**config.mk**
```make
export PLATFORM = sky130hd
export DESIGN_NAME = acc_datapath
export DESIGN_NICKNAME = d
export VERILOG_FILES = /design/src/rtl/acc_dp_pkg.sv /design/src/rtl/dp_reg.sv /design/src/rtl/dp_incr.sv /design/src/rtl/dp_onehot.sv /design/src/rtl/dp_bus.sv /design/src/rtl/acc_datapath.sv
export SDC_FILE = /design/constraint.sdc
export NUM_CORES = 1
export LEC_CHECK = 0
export BUFFER_PORTS_ARGS = -buffer_cell sky130_fd_sc_hd__buf_2
export CAP_MARGIN = 20
export CORE_ASPECT_RATIO = 1.2
export CORE_MARGIN = 1.5
export CORE_UTILIZATION = 47
export CTS_CLUSTER_SIZE = 20
export DETAILED_ROUTE_END_ITERATION = 10
export HOLD_SLACK_MARGIN = 0.05
export PLACE_DENSITY = 0.86
export SYNTH_ARGS = -nofsm -noshare
export SYNTH_HDL_FRONTEND = slang
export SYNTH_SLANG_ARGS = --single-unit
```
**constraint.sdc**
```tcl
create_clock -name clk -period 1.55 [get_ports clk]
set_input_delay 0.0775 -clock clk [delete_from_list [all_inputs] [get_ports clk]]
set_output_delay 0.0775 -clock clk [all_outputs]
set_load 0.005 [all_outputs]
```
**src/rtl/acc_dp_pkg.sv**
```systemverilog
package acc_dp_pkg;
   localparam int NUM_DRV = 4;
   typedef enum int {
      DRV_ACC = 0,
      DRV_IC  = 1,
      DRV_MB  = 2,
      DRV_B   = 3
   } drv_idx_e;
endpackage

```
**src/rtl/dp_reg.sv**
```systemverilog
module dp_reg #(
   parameter int W = 8
) (
   input  logic         clk,
   input  logic         rst_n,
   input  logic         ld,
   input  logic [W-1:0] d,
   output logic [W-1:0] q
);
   if (W < 1) begin : g_bad_w
      $error("dp_reg: W must be at least 1");
   end

   always_ff @(posedge clk or negedge rst_n) begin
      if (!rst_n)  q <= '0;
      else if (ld) q <= d;
   end

   // the strobe alone decides whether the stored value moves
   a_r2_hold_when_idle: assert property (@(posedge clk) disable iff (!rst_n)
      !ld |=> $stable(q));
   a_r2_take_on_strobe: assert property (@(posedge clk) disable iff (!rst_n)
      ld |=> q == $past(d));
endmodule

```
**src/rtl/dp_incr.sv**
```systemverilog
module dp_incr #(
   parameter int W      = 5,
   parameter bit RIPPLE = 1'b1
) (
   input  logic [W-1:0] a,
   output logic [W-1:0] y
);
   if (W < 1) begin : g_bad_w
      $error("dp_incr: W must be at least 1");
   end

   if (RIPPLE) begin : g_ripple
      logic [W-1:0] carry;
      assign carry[0] = 1'b1;
      for (genvar i = 0; i < W; i++) begin : g_bit
         assign y[i] = a[i] ^ carry[i];
         if (i < W - 1) begin : g_carry
            assign carry[i+1] = a[i] & carry[i];
         end
      end
   end else begin : g_adder
      assign y = W'(a + 1'b1);
   end
endmodule

```
**src/rtl/dp_onehot.sv**
```systemverilog
module dp_onehot #(
   parameter int IN_W = 3,
   localparam int OUT_W = 1 << IN_W
) (
   input  logic [IN_W-1:0]  a,
   output logic [OUT_W-1:0] y
);
   if (IN_W < 1 || IN_W > 8) begin : g_bad_w
      $error("dp_onehot: IN_W must be 1..8");
   end

   for (genvar k = 0; k < OUT_W; k++) begin : g_line
      localparam logic [IN_W-1:0] CODE = k;
      assign y[k] = (a == CODE);
   end
endmodule

```
**src/rtl/dp_bus.sv**
```systemverilog
module dp_bus #(
   parameter int W = 8,
   parameter int N = 4
) (
   input  logic [N-1:0][W-1:0] src,
   input  logic [N-1:0]        oe,
   input  logic [W-1:0]        ext,
   output logic [W-1:0]        drv_val,
   output logic                drv_en,
   output logic [W-1:0]        bus_val
);
   if (N < 1) begin : g_bad_n
      $error("dp_bus: N must be at least 1");
   end

   logic [N-1:0][W-1:0] masked;
   for (genvar i = 0; i < N; i++) begin : g_gate
      assign masked[i] = src[i] & {W{oe[i]}};
   end

   always_comb begin
      drv_val = '0;
      for (int i = 0; i < N; i++) drv_val = drv_val | masked[i];
   end

   assign drv_en  = |oe;
   assign bus_val = drv_en ? drv_val : ext;
endmodule

```
**src/rtl/acc_datapath.sv**
```systemverilog
module acc_datapath
   import acc_dp_pkg::*;
#(
   parameter int DATA_W    = 8,
   parameter int ADDR_W    = 5,
   parameter int OP_W      = 3,
   parameter bit INC_RIPPLE = 1'b1,
   localparam int NOPS     = 1 << OP_W
) (
   input  logic              clk,
   input  logic              rst_n,
   input  logic              ld_acc,
   input  logic              ld_ic,
   input  logic              ld_ma,
   input  logic              ld_mb,
   input  logic              ld_op,
   input  logic              ld_b,
   input  logic              ic_inc,
   input  logic              oe_acc,
   input  logic              oe_ic,
   input  logic              oe_mb,
   input  logic              oe_b,
   input  logic [DATA_W-1:0] bus_in,
   output logic [DATA_W-1:0] bus_out,
   output logic              bus_oe,
   output logic [DATA_W-1:0] acc_q,
   output logic [ADDR_W-1:0] ic_q,
   output logic [ADDR_W-1:0] ma_q,
   output logic [DATA_W-1:0] mb_q,
   output logic [OP_W-1:0]   op_q,
   output logic [DATA_W-1:0] b_q,
   output logic [NOPS-1:0]   op_dec
);
   if (ADDR_W > DATA_W || OP_W > DATA_W) begin : g_bad_fields
      $error("acc_datapath: address and opcode fields must fit in DATA_W");
   end

   logic [NUM_DRV-1:0][DATA_W-1:0] drv_src;
   logic [NUM_DRV-1:0]             drv_oe;
   logic [DATA_W-1:0]              bus_val;
   logic [ADDR_W-1:0]              ic_next;
   logic [ADDR_W-1:0]              ic_d;

   // bus sources, indexed by the package enum
   always_comb begin
      drv_src          = '0;
      drv_src[DRV_ACC] = acc_q;
      drv_src[DRV_IC]  = DATA_W'(ic_q);
      drv_src[DRV_MB]  = mb_q;
      drv_src[DRV_B]   = b_q;
      drv_oe           = '0;
      drv_oe[DRV_ACC]  = oe_acc;
      drv_oe[DRV_IC]   = oe_ic;
      drv_oe[DRV_MB]   = oe_mb;
      drv_oe[DRV_B]    = oe_b;
   end

   dp_bus #(.W(DATA_W), .N(NUM_DRV)) u_bus (
      .src(drv_src), .oe(drv_oe), .ext(bus_in),
      .drv_val(bus_out), .drv_en(bus_oe), .bus_val(bus_val)
   );

   // the sequencer never enables two drivers together
   a_r8_single_driver: assert property (@(posedge clk) disable iff (!rst_n)
      $onehot0(drv_oe));
   // the accumulator appears on the bus in the cycle it is enabled
   a_r7_acc_on_bus: assert property (@(posedge clk) disable iff (!rst_n)
      oe_acc |-> (bus_oe && bus_out == acc_q));
   // an internal driver wins over the external source
   a_r9_internal_wins: assert property (@(posedge clk) disable iff (!rst_n)
      (bus_oe && ld_acc) |=> acc_q == $past(bus_out));

   dp_incr #(.W(ADDR_W), .RIPPLE(INC_RIPPLE)) u_incr (
      .a(ic_q), .y(ic_next)
   );

   assign ic_d = ic_inc ? ic_next : bus_val[ADDR_W-1:0];

   // counter source selection
   a_r4_count_wraps: assert property (@(posedge clk) disable iff (!rst_n)
      (ld_ic && ic_inc) |=> ic_q == ADDR_W'($past(ic_q) + 1));
   a_r5_count_from_bus: assert property (@(posedge clk) disable iff (!rst_n)
      (ld_ic && !ic_inc) |=> ic_q == $past(bus_val[ADDR_W-1:0]));

   dp_reg #(.W(DATA_W)) u_acc (.clk(clk), .rst_n(rst_n), .ld(ld_acc),
      .d(bus_val), .q(acc_q));
   dp_reg #(.W(ADDR_W)) u_ic (.clk(clk), .rst_n(rst_n), .ld(ld_ic),
      .d(ic_d), .q(ic_q));
   dp_reg #(.W(ADDR_W)) u_ma (.clk(clk), .rst_n(rst_n), .ld(ld_ma),
      .d(bus_val[ADDR_W-1:0]), .q(ma_q));
   dp_reg #(.W(DATA_W)) u_mb (.clk(clk), .rst_n(rst_n), .ld(ld_mb),
      .d(bus_val), .q(mb_q));
   dp_reg #(.W(OP_W)) u_op (.clk(clk), .rst_n(rst_n), .ld(ld_op),
      .d(bus_val[DATA_W-1 -: OP_W]), .q(op_q));
   dp_reg #(.W(DATA_W)) u_b (.clk(clk), .rst_n(rst_n), .ld(ld_b),
      .d(bus_val), .q(b_q));

   dp_onehot #(.IN_W(OP_W)) u_dec (.a(op_q), .y(op_dec));

   // exactly one decode line at all times
   a_r6_decode_onehot: assert property (@(posedge clk) disable iff (!rst_n)
      $onehot(op_dec));
endmodule

```
==> metrics.txt, run 1 <==
endpoints failing setup=0; Fin. Hold Viols=0; fraction of layout cells with a size suffix above 1=0.393; CTS tree=built; syn nets=200; Hold EP=u_ma.q[1]; Seq/Total Area, Yosys=0.541; total grt overflow=0; Final Cycle Share=0.945; flop2flop setup slack=0.09 ns; total number of vias=1617; vias in the first global route=1553; max_slew headroom=0.694; WHS Path Cells=2; Leakage=1.00 nW; Initial Utilization=0.500; I/O pin cnt=75; FF-to-FF path depth=6; setup TNS=0 ns; IO buf count=74; Reg-to-Reg End=u_ic.q[4]; Hold Path Class=input port to flip-flop; final core area utilization=0.670; GRT Util Overall=0.238; Synth Instances=176; count leader, synth=dfrtp_1; routed wire length=4480 um; Clock Skew=0.00713 ns; Async S/R FF share, synth=1.00; DR pass1 iterations=9; maxcap violations=0; clock sinks=37; first-pass GRT wire length=7330 um; Arr. time, crit path=1.68 ns; PwrDens=1150 nW/um2; CP required=1.76 ns; Cell variety after synth=25; largest net degree at the start of global routing=38; number of synthesized flops with an enable pin=0; Die Ht=69.1 um; top post-synthesis cells by area=dfrtp_1 (54%), a21oi_1 (9.4%), nor2_1 (7.5%); yosys warns=0; Setup crit end kind=flip-flop; die area=4010 um2; initial antenna violation count=0; HP Start=ld_ma; nets@finish=280; Yosys top cell by area=dfrtp_1; worst setup path class=flip-flop to flip-flop; Worst Tran Pin Value=0.456 ns; top-area cell type share of the netlist area=0.541; drc violations=7; Main synth FF type=dfrtp_1; mean area per synthesized cell=9.73 um2; unrepaired setup endpoints after global routing=no; clk root buf=clkbuf_8; initial DRC count=90; worst r2r src=u_ic.q[0]; crit start category=flip-flop; status=finished with violations; Worst-Skew Late Latency=0.29 ns; Achievable Freq=683 MHz; clock slew at reported path FFs=0.07 ns; CTS buffer count=5; DPL Wire Length=3260 um; Antenna Nets Post-Route=0; Mapped Area=1710 um2; Core Region=3420 um2; top post-synthesis cells by count=dfrtp_1 (37), nor2_1 (34), a21oi_1 (32); clock buffer depth=2; fill count=283; failing checks=design-rule violations; Die Wd=58.1 um; row count=23; number of synthesized register bits=37; H-tree Lvls=2; WL/cell=15.2 um; VDD IR max=0.000698 V; Crit Path Max Fanout=5; min cycle time layout=1.46 ns; Max Slew Vio Count=0; Synth-to-Final Area Change=34.0%; GP Congestion=0.774; Vias/cell=5.50; number of diodes=0
==> layout make-up <==
type	count	area, um2	share of cell area
Sequential cell	37	926	0.404
Multi-Input combinational cell	118	706	0.308
Timing Repair Buffer	87	473	0.206
Clock buffer	7	86.3	0.0376
Tap cell	37	46.3	0.0202
Clock inverter	1	30.0	0.0131
Inverter	7	26.3	0.0115
==> report_power, final <==
part           internal [W]  switching [W]  total [W]
clock              0.000524       0.000330   0.000854
combinational      0.000294       0.000282   0.000576
sequential          0.00109       0.000118    0.00120
total               0.00191       0.000729    0.00263
==> cells in the final DEF, fill, tap and decap left out, types with 3 or more instances in the layout <==
cell / n
nor3b_1: 3
nand2_1: 3
nor2_1: 34
a211oi_1: 5
o221ai_1: 4
a222oi_1: 3
inv_1: 7
dfrtp_1: 37
a22o_1: 10
buf_4: 11
buf_2: 74
or2_2: 5
nand2b_1: 3
a21oi_1: 32
nand3_1: 3
clkbuf_8: 6
==> worst max-delay path by stage <==
stage / cells after the start / from / end
4_1_cts: 6 / u_ic.q[0] / u_ic.q[4]
3_3_place_gp: 3 / u_acc.q[7] / u_b.q[7]
2_1_floorplan: 6 / u_ic.q[0] / u_ic.q[4]
5_1_grt: 6 / u_ic.q[0] / u_ic.q[4]
3_5_place_dp: 3 / u_acc.q[7] / u_op.q[2]
6_report: 6 / u_ic.q[0] / u_ic.q[4]
==> sequential cells by signal, indices dropped and copies added, names as in the netlist <==
name / cells
u_op.q: 3
u_b.q: 8
u_acc.q: 8
u_ma.q: 5
u_ic.q: 5
u_mb.q: 8
==> critical path: stages, from the launching register on <==
cell,delay (ns)
dfrtp_1,0.43
ha_2,0.19
ha_1,0.17
ha_2,0.17
nand2b_1,0.14
and3_1,0.18
o22ai_1,0.09
==> repair_timing <==
action,4_1_cts,5_1_grt
endpoints found under the hold margin,40,0
endpoints found under the setup margin,3,9
gates resized for setup,1,4
hold buffers,2,0
pin swaps,0,2
setup buffers,0,1
==> routing by layer <==
| layer | wire, um | track usage | share of wire | vias up |
|---|---|---|---|---|
| li1 | - | - | - | 788 |
| met5 | 0 | 0 | 0 | - |
| met1 | 1890 | 0.299 | 0.42 | 757 |
| met4 | 74 | 0.0801 | 0.017 | 0 |
| met2 | 2180 | 0.390 | 0.49 | 65 |
| met3 | 335 | 0.0675 | 0.075 | 7 |
==> per-stage QoR <==
step	instance area (um2)	hold slack (ns)	cells	total power, W	setup WS (ns)
2_1_floorplan	1710	-0.218	176	0.00149	0.119
3_3_place_gp	2140	0.146	283	0.00177	0.0770
3_5_place_dp	2140	0.145	283	0.00179	0.00932
4_1_cts	2280	0.0665	293	0.00265	0.0154
5_1_grt	2290	0.0899	294	0.00278	0.00778
6_report	2290	0.0747	294	0.00263	0.0854
==> kinds of logic after synthesis <==
group	after synthesis	share of synthesized area
flip-flops	37	0.541
adder cells (fa/ha/maj)	3	0.0219
AO/OA/AOI/OAI	59	0.225
AND/OR/NAND/NOR	56	0.160
buffers and inverters	21	0.0519
(Power assumes the default switching activity.)
==> run 2: changes to the inputs <==
- ABC_AREA: not set -> 1
- CORE_UTILIZATION: 47 -> 48
- PLACE_DENSITY: 0.86 -> 0.8
==> run 2 against run 1 <==
The run now ends clean. Flip-flop and latch count unchanged. Clock skew up 0.0026 ns. Clock power is 22% lower. Synthesized cell count is 35% higher. Synthesized area grew 13%. Combinational power increased by 43%. Routed wire length increased by 12%. Sequential power grew 7%. Core utilization down 4.3 points. Worst setup slack got worse by 0.012 ns. Critical path depth shrank 1. Largest cell class unchanged. Critical path type is now flip-flop to output port. Worst hold slack improved by 0.035 ns.
==> metrics.txt, run 2 <==
status=finished, final reports clean (was finished with violations); IO buf count=74 (unchanged); worst r2r src=u_ic.q[0] (unchanged); Arr. time, crit path=1.40 ns (was 1.68 ns); CP required=1.47 ns (was 1.76 ns); I/O pin cnt=75 (unchanged); Hold EP=u_b.q[0] (was u_ma.q[1]); fraction of layout cells with a size suffix above 1=0.310 (was 0.393); setup TNS=0 ns (unchanged); Async S/R FF share, synth=1.00 (unchanged); GRT Util Overall=0.245 (was 0.238); Top Registers=u_acc.q: 8 flops, u_b.q: 8 flops, u_mb.q: 8 flops (unchanged); commonest non-fill, non-tap cell in the layout=nand2_1 (was buf_2); Fin. Hold Viols=0 (unchanged); Vias/cell=5.10 (was 5.50); Core Region=3910 um2 (was 3420 um2); syn nets=261 (was 200); Seq/Total Area, Yosys=0.480 (was 0.541); max_slew headroom=0.694 (about the same); Synth Instances=237 (was 176); drc violations=0 (was 7); die area=4410 um2 (was 4010 um2); yosys warns=0 (unchanged); total number of vias=1886 (was 1617); Leakage=1.24 nW (was 1.00 nW); Achievable Freq=677 MHz (was 683 MHz); Final Cycle Share=0.953 (was 0.945); Post-DP Area=2340 um2 (was 2140 um2); Synth-to-Final Area Change=27.0% (was 34.0%); final core area utilization=0.627 (was 0.670); Post-CTS Setup Inserts=0 (unchanged); Worst-Skew Late Latency=0.30 ns (was 0.29 ns); Antenna Nets Post-Route=0 (unchanged); Hold Path Class=input port to flip-flop (unchanged); nets@finish=339 (was 280); number of diodes=0 (unchanged); Initial Utilization=0.493 (was 0.500); number of synthesized flops with an enable pin=0 (unchanged); GP Congestion=0.836 (was 0.774); Setup crit end kind=output port (was flip-flop); routed wire length=5030 um (was 4480 um); min cycle time layout=1.48 ns (was 1.46 ns); largest net degree at the start of global routing=20 (was 38); top post-synthesis cells by area=dfrtp_1 (48%), nand2_1 (17%), a31oi_1 (6.5%) (was dfrtp_1 (54%), a21oi_1 (9.4%), nor2_1 (7.5%)); Yosys top cell by area=dfrtp_1 (unchanged); initial DRC count=75 (was 90); CTS tree=built (unchanged); flop2flop setup slack=0.10 ns (was 0.09 ns); Main synth FF type=dfrtp_1 (unchanged); top post-synthesis cells by count=nand2_1 (88), dfrtp_1 (37), nor2_1 (30) (was dfrtp_1 (37), nor2_1 (34), a21oi_1 (32)); H-tree Lvls=2 (unchanged); Cell variety after synth=20 (was 25); Worst Tran Pin Value=0.458 ns (was 0.456 ns); unrepaired setup endpoints after global routing=no (unchanged); clock sinks=37 (unchanged); Mapped Area=1930 um2 (was 1710 um2); DR pass1 iterations=4 (was 9); Die Ht=72.5 um (was 69.1 um); DPL Wire Length=3680 um (was 3260 um); top-area cell type share of the netlist area=0.480 (was 0.541); Reg-to-Reg End=u_ic.q[3] (was u_ic.q[4]); Crit Path Max Fanout=6 (was 5); WL/cell=13.6 um (was 15.2 um); VDD IR max=0.000695 V (was 0.000698 V); vias in the first global route=1664 (was 1553); maxcap violations=0 (unchanged); first-pass GRT wire length=7820 um (was 7330 um); Die Wd=60.9 um (was 58.1 um); final instance area=2450 um2 (was 2290 um2); clock slew at reported path FFs=0.08 ns (was 0.07 ns); Clock Skew=0.00969 ns (was 0.00713 ns); total grt overflow=0 (unchanged); CTS resizes=0 (was 1); Max Slew Vio Count=0 (unchanged); number of synthesized register bits=37 (unchanged); HP Start=bus_in[0] (was ld_ma); worst setup path class=flip-flop to output port (was flip-flop to flip-flop); mean area per synthesized cell=8.14 um2 (was 9.73 um2); count leader, synth=nand2_1 (was dfrtp_1); row count=25 (was 23); clock buffer depth=2 (unchanged); FF-to-FF path depth=7 (was 6); PwrDens=1130 nW/um2 (was 1150 nW/um2); initial antenna violation count=0 (unchanged); CTS buffer count=5 (unchanged); clk root buf=clkbuf_8 (unchanged); WHS Path Cells=3 (was 2); crit start category=flip-flop (unchanged); most frequent cells in the layout=nand2_1 (88), buf_2 (74), dfrtp_1 (37) (was buf_2 (74), dfrtp_1 (37), nor2_1 (34)); endpoints failing setup=0 (unchanged)
[run 2: changes by cell type after synthesis, moves of 5 or more]
cell,delta
or2_2,-5
a21oi_1,-31
a211oi_1,-5
nand3_1,+5
a22o_1,-10
a31oi_1,+19
inv_1,+10
nor3_1,+7
nand2_1,+85
nand3_2,+5
[run 2: worst max-delay path by stage]
| stage | to | slack, ns | from | depth (start not counted) |
|---|---|---|---|---|
| final | bus_out[0] | 0.07 | u_ic.q[0] | 5 |
| after global routing | bus_out[0] | 0.01 | u_ic.q[0] | 5 |
| after CTS | bus_out[0] | 0.1 | u_ic.q[0] | 5 |
| after detailed placement | u_ic.q[3] | 0.12 | u_ic.q[0] | 7 |
| after global placement | u_ic.q[3] | 0.13 | u_ic.q[0] | 7 |
| after floorplan | u_ic.q[3] | 0.16 | u_ic.q[0] | 7 |
[run 2: cell families after synthesis]
kind of cell	share of synthesized area
adder cells (fa/ha/maj)	0.0195
AND/OR/NAND/NOR	0.337
buffers and inverters	0.0603
AO/OA/AOI/OAI	0.104
flip-flops	0.480
[run 2: area by class of cell]
cell class / count / area (um2)
clock buffers: 6 / 72.6
inverters: 18 / 67.6
repair buffers: 78 / 420
flip-flops and latches: 37 / 926
fillers: 357 / 1460
clock inverters: 2 / 10.0
multi-input cells: 175 / 887
well taps: 54 / 67.6
[run 2: power breakdown]
group / total [W] / internal, W / switching [W] / leakage (nW)
clock: 0.000667 / 0.000312 / 0.000355 / 0.0450
combinational: 0.000826 / 0.000384 / 0.000442 / 0.799
sequential: 0.00128 / 0.00113 / 0.000154 / 0.396
[run 2: critical path: stages, from the launching register on]
cell and delay, ns:
dfrtp_1 0.42, nand2_1 0.09, nand2_1 0.05, nor2_1 0.31
inv_1 0.10, buf_2 0.14
[run 2: routing by layer]
layer  global-route usage  vias up  part of all wire
li1                     -      930                 -
met1                0.296      877              0.42
met2                0.411       71              0.50
met3               0.0570        8             0.055
met4                0.101        0             0.021
met5                    0        -                 0
[run 2: through the flow]
step	hold WS [ns]	worst slack, ns	power (W)	instances
global placement	0.0465	0.129	0.00209	359
CTS	0.106	0.0960	0.00279	370
floorplan	-0.218	0.164	0.00173	237
global route	0.118	0.0110	0.00297	370
detailed placement	0.0532	0.118	0.00212	359
finish	0.110	0.0735	0.00277	370
[run 2: repair_timing]
action,in CTS,in global routing
hold endpoints to repair,22,0
hold buffers,3,0
setup endpoints to repair,0,0
==> run 3: changes to the inputs <==
- clock period: 1.55 -> 1.6 ns (I/O delays scaled with it)
==> run 3 against run 2 <==
Sequential share of layout area grew 0.097 points. Worst setup slack improved by 0.022 ns. Sequential power is 3% lower. Design area down 0.26%. Via count grew 2.1%. Clock skew down 0.0024 ns. Core utilization shrank 0.16 points. Power fell by 3.0%. Worst hold slack got worse by 0.048 ns. Die area unchanged. Critical endpoint unchanged. Largest cell class unchanged.
==> metrics.txt, run 3 (same netlist as run 2, synthesis figures left out) <==
Vias/cell=5.22 (was 5.10); FF-to-FF path depth=7 (unchanged); I/O pin cnt=75 (unchanged); largest net degree at the start of global routing=20 (unchanged); NetSw=0.000928 W (was 0.000951 W); CTS Hold Bufs=2 (was 3); clock sinks=37 (unchanged); Pint=0.00176 W (was 0.00182 W); worst setup path class=flip-flop to output port (unchanged); Reg-to-Reg End=u_ic.q[3] (unchanged); fraction of layout cells with a size suffix above 1=0.314 (was 0.310); vias in the first global route=1690 (was 1664); Die Ht=72.5 um (unchanged); Initial Utilization=0.493 (unchanged); Clock Skew=0.00727 ns (was 0.00969 ns); flop2flop setup slack=0.13 ns (was 0.10 ns); Synth-to-Final Area Change=26.7% (was 27.0%); number of diodes=0 (unchanged); commonest non-fill, non-tap cell in the layout=nand2_1 (unchanged); endpoints failing setup=0 (unchanged); VDD IR max=0.000557 V (was 0.000695 V); Core Region=3910 um2 (unchanged); Achievable Freq=665 MHz; Clk pwr share=0.242 (was 0.240); first-pass GRT wire length=8090 um (was 7820 um); Die Wd=60.9 um (unchanged); switching part of the total power=0.345 (was 0.343); Final Cycle Share=0.940; setup TNS=0 ns (unchanged); Setup crit end kind=output port (unchanged); DR pass1 iterations=4 (unchanged); clock slew at reported path FFs=0.07 ns (was 0.08 ns); DPL Wire Length=3780 um (was 3680 um); initial DRC count=87 (was 75); PwrDens=1100 nW/um2 (was 1130 nW/um2); nets@finish=338 (was 339); Post-DP Area=2340 um2 (unchanged); Worst-Skew Late Latency=0.30 ns (about the same); CTS tree=built (unchanged); CTS buffer count=5 (unchanged); Hold WS=0.0616 ns (was 0.110 ns); initial antenna violation count=0 (unchanged); crit path launch=u_ic.q[0] (unchanged); Crit Path Max Fanout=6 (unchanged); Hold Path Class=input port to flip-flop (unchanged); Leakage=1.24 nW (about the same); clock buffer depth=2 (unchanged); GP Congestion=0.837 (was 0.836); worst r2r src=u_ic.q[0] (unchanged); total grt overflow=0 (unchanged); CP required=1.52 ns (was 1.47 ns); worst setup path endpoint=bus_out[0] (unchanged); final instance area=2440 um2 (was 2450 um2); H-tree Lvls=2 (unchanged); WL/cell=13.7 um (was 13.6 um); Worst Tran Pin Value=0.473 ns (was 0.458 ns); total number of vias=1925 (was 1886); Tot Pwr=0.00269 W (was 0.00277 W); Top Registers=u_acc.q: 8 flops, u_b.q: 8 flops, u_mb.q: 8 flops (unchanged); IO buf count=74 (unchanged); maxcap violations=0 (unchanged); clk root buf=clkbuf_8 (unchanged); Antenna Nets Post-Route=0 (unchanged); sequential share of power=0.462 (about the same); final core area utilization=0.625 (was 0.627); combinational share of power=0.297 (was 0.298); unrepaired setup endpoints after global routing=no (unchanged); Max Slew Vio Count=0 (unchanged); Post-CTS Setup Inserts=0 (unchanged); Arr. time, crit path=1.42 ns (was 1.40 ns); routed wire length=5040 um (was 5030 um); die area=4410 um2 (unchanged); min cycle time layout=1.50 ns; GRT Util Overall=0.249 (was 0.245); CTS resizes=0 (unchanged); Fin. Hold Viols=0 (unchanged); max_slew headroom=0.685 (was 0.694); drc violations=0 (unchanged); most frequent cells in the layout=nand2_1 (88), buf_2 (74), dfrtp_1 (37) (unchanged); row count=25 (unchanged); status=finished, final reports clean (unchanged); crit start category=flip-flop (unchanged)
[run 3: changes by cell type in the layout (fill, tap and decap cells not counted)]
cell,before,now
clkinvlp_4,0,1
clkbuf_1,1,0
dlygate4sd3_1,3,2
[run 3: critical path, stage by stage, from the launching register on]
cell and delay, ns:
dfrtp_1 0.43, nand2_1 0.09, nand2_1 0.05, nor2_1 0.32, inv_1 0.10, buf_2 0.14
[run 3: power by group through the flow]
stage	clock, W	sequential, W	combinational [W]
after floorplan	0	0.00125	0.000428
after global placement	0	0.00125	0.000781
after detailed placement	0	0.00126	0.000803
after CTS	0.000664	0.00124	0.000808
after global routing	0.000710	0.00127	0.000905
final	0.000650	0.00124	0.000798
[run 3: worst min path at each step]
stage	start	to	slack, ns	cells past startpoint
after global routing	ld_ic	u_ic.q[4]	0.06	3
final	ld_ic	u_ic.q[4]	0.06	3
after floorplan	rst_n	u_acc.q[0]	-0.22	0
after detailed placement	rst_n	u_ma.q[1]	0.06	1
after global placement	rst_n	u_ma.q[1]	0.05	1
after CTS	ld_ic	u_ic.q[4]	0.05	3
[run 3: area by class of cell]
class	count	area (um2)
Clock buffer	5	68.8
Tap cell	54	67.6
Multi-Input combinational cell	175	887
Fill cell	379	1470
Sequential cell	37	926
Inverter	18	67.6
Timing Repair Buffer	77	410
Clock inverter	3	17.5
[run 3: routing by layer]
layer	up-vias	share of wire	GRT usage
li1	916	-	-
met1	905	0.41	0.304
met4	0	0.015	0.0894
met5	-	0	0
met3	8	0.068	0.0392
met2	96	0.50	0.435
[run 3: metrics by stage]
step                      setup WS (ns)  cells
after floorplan                   0.214    237
after global placement            0.180    359
after detailed placement          0.156    359
after CTS                         0.108    369
after global routing            0.00549    369
final                            0.0957    369
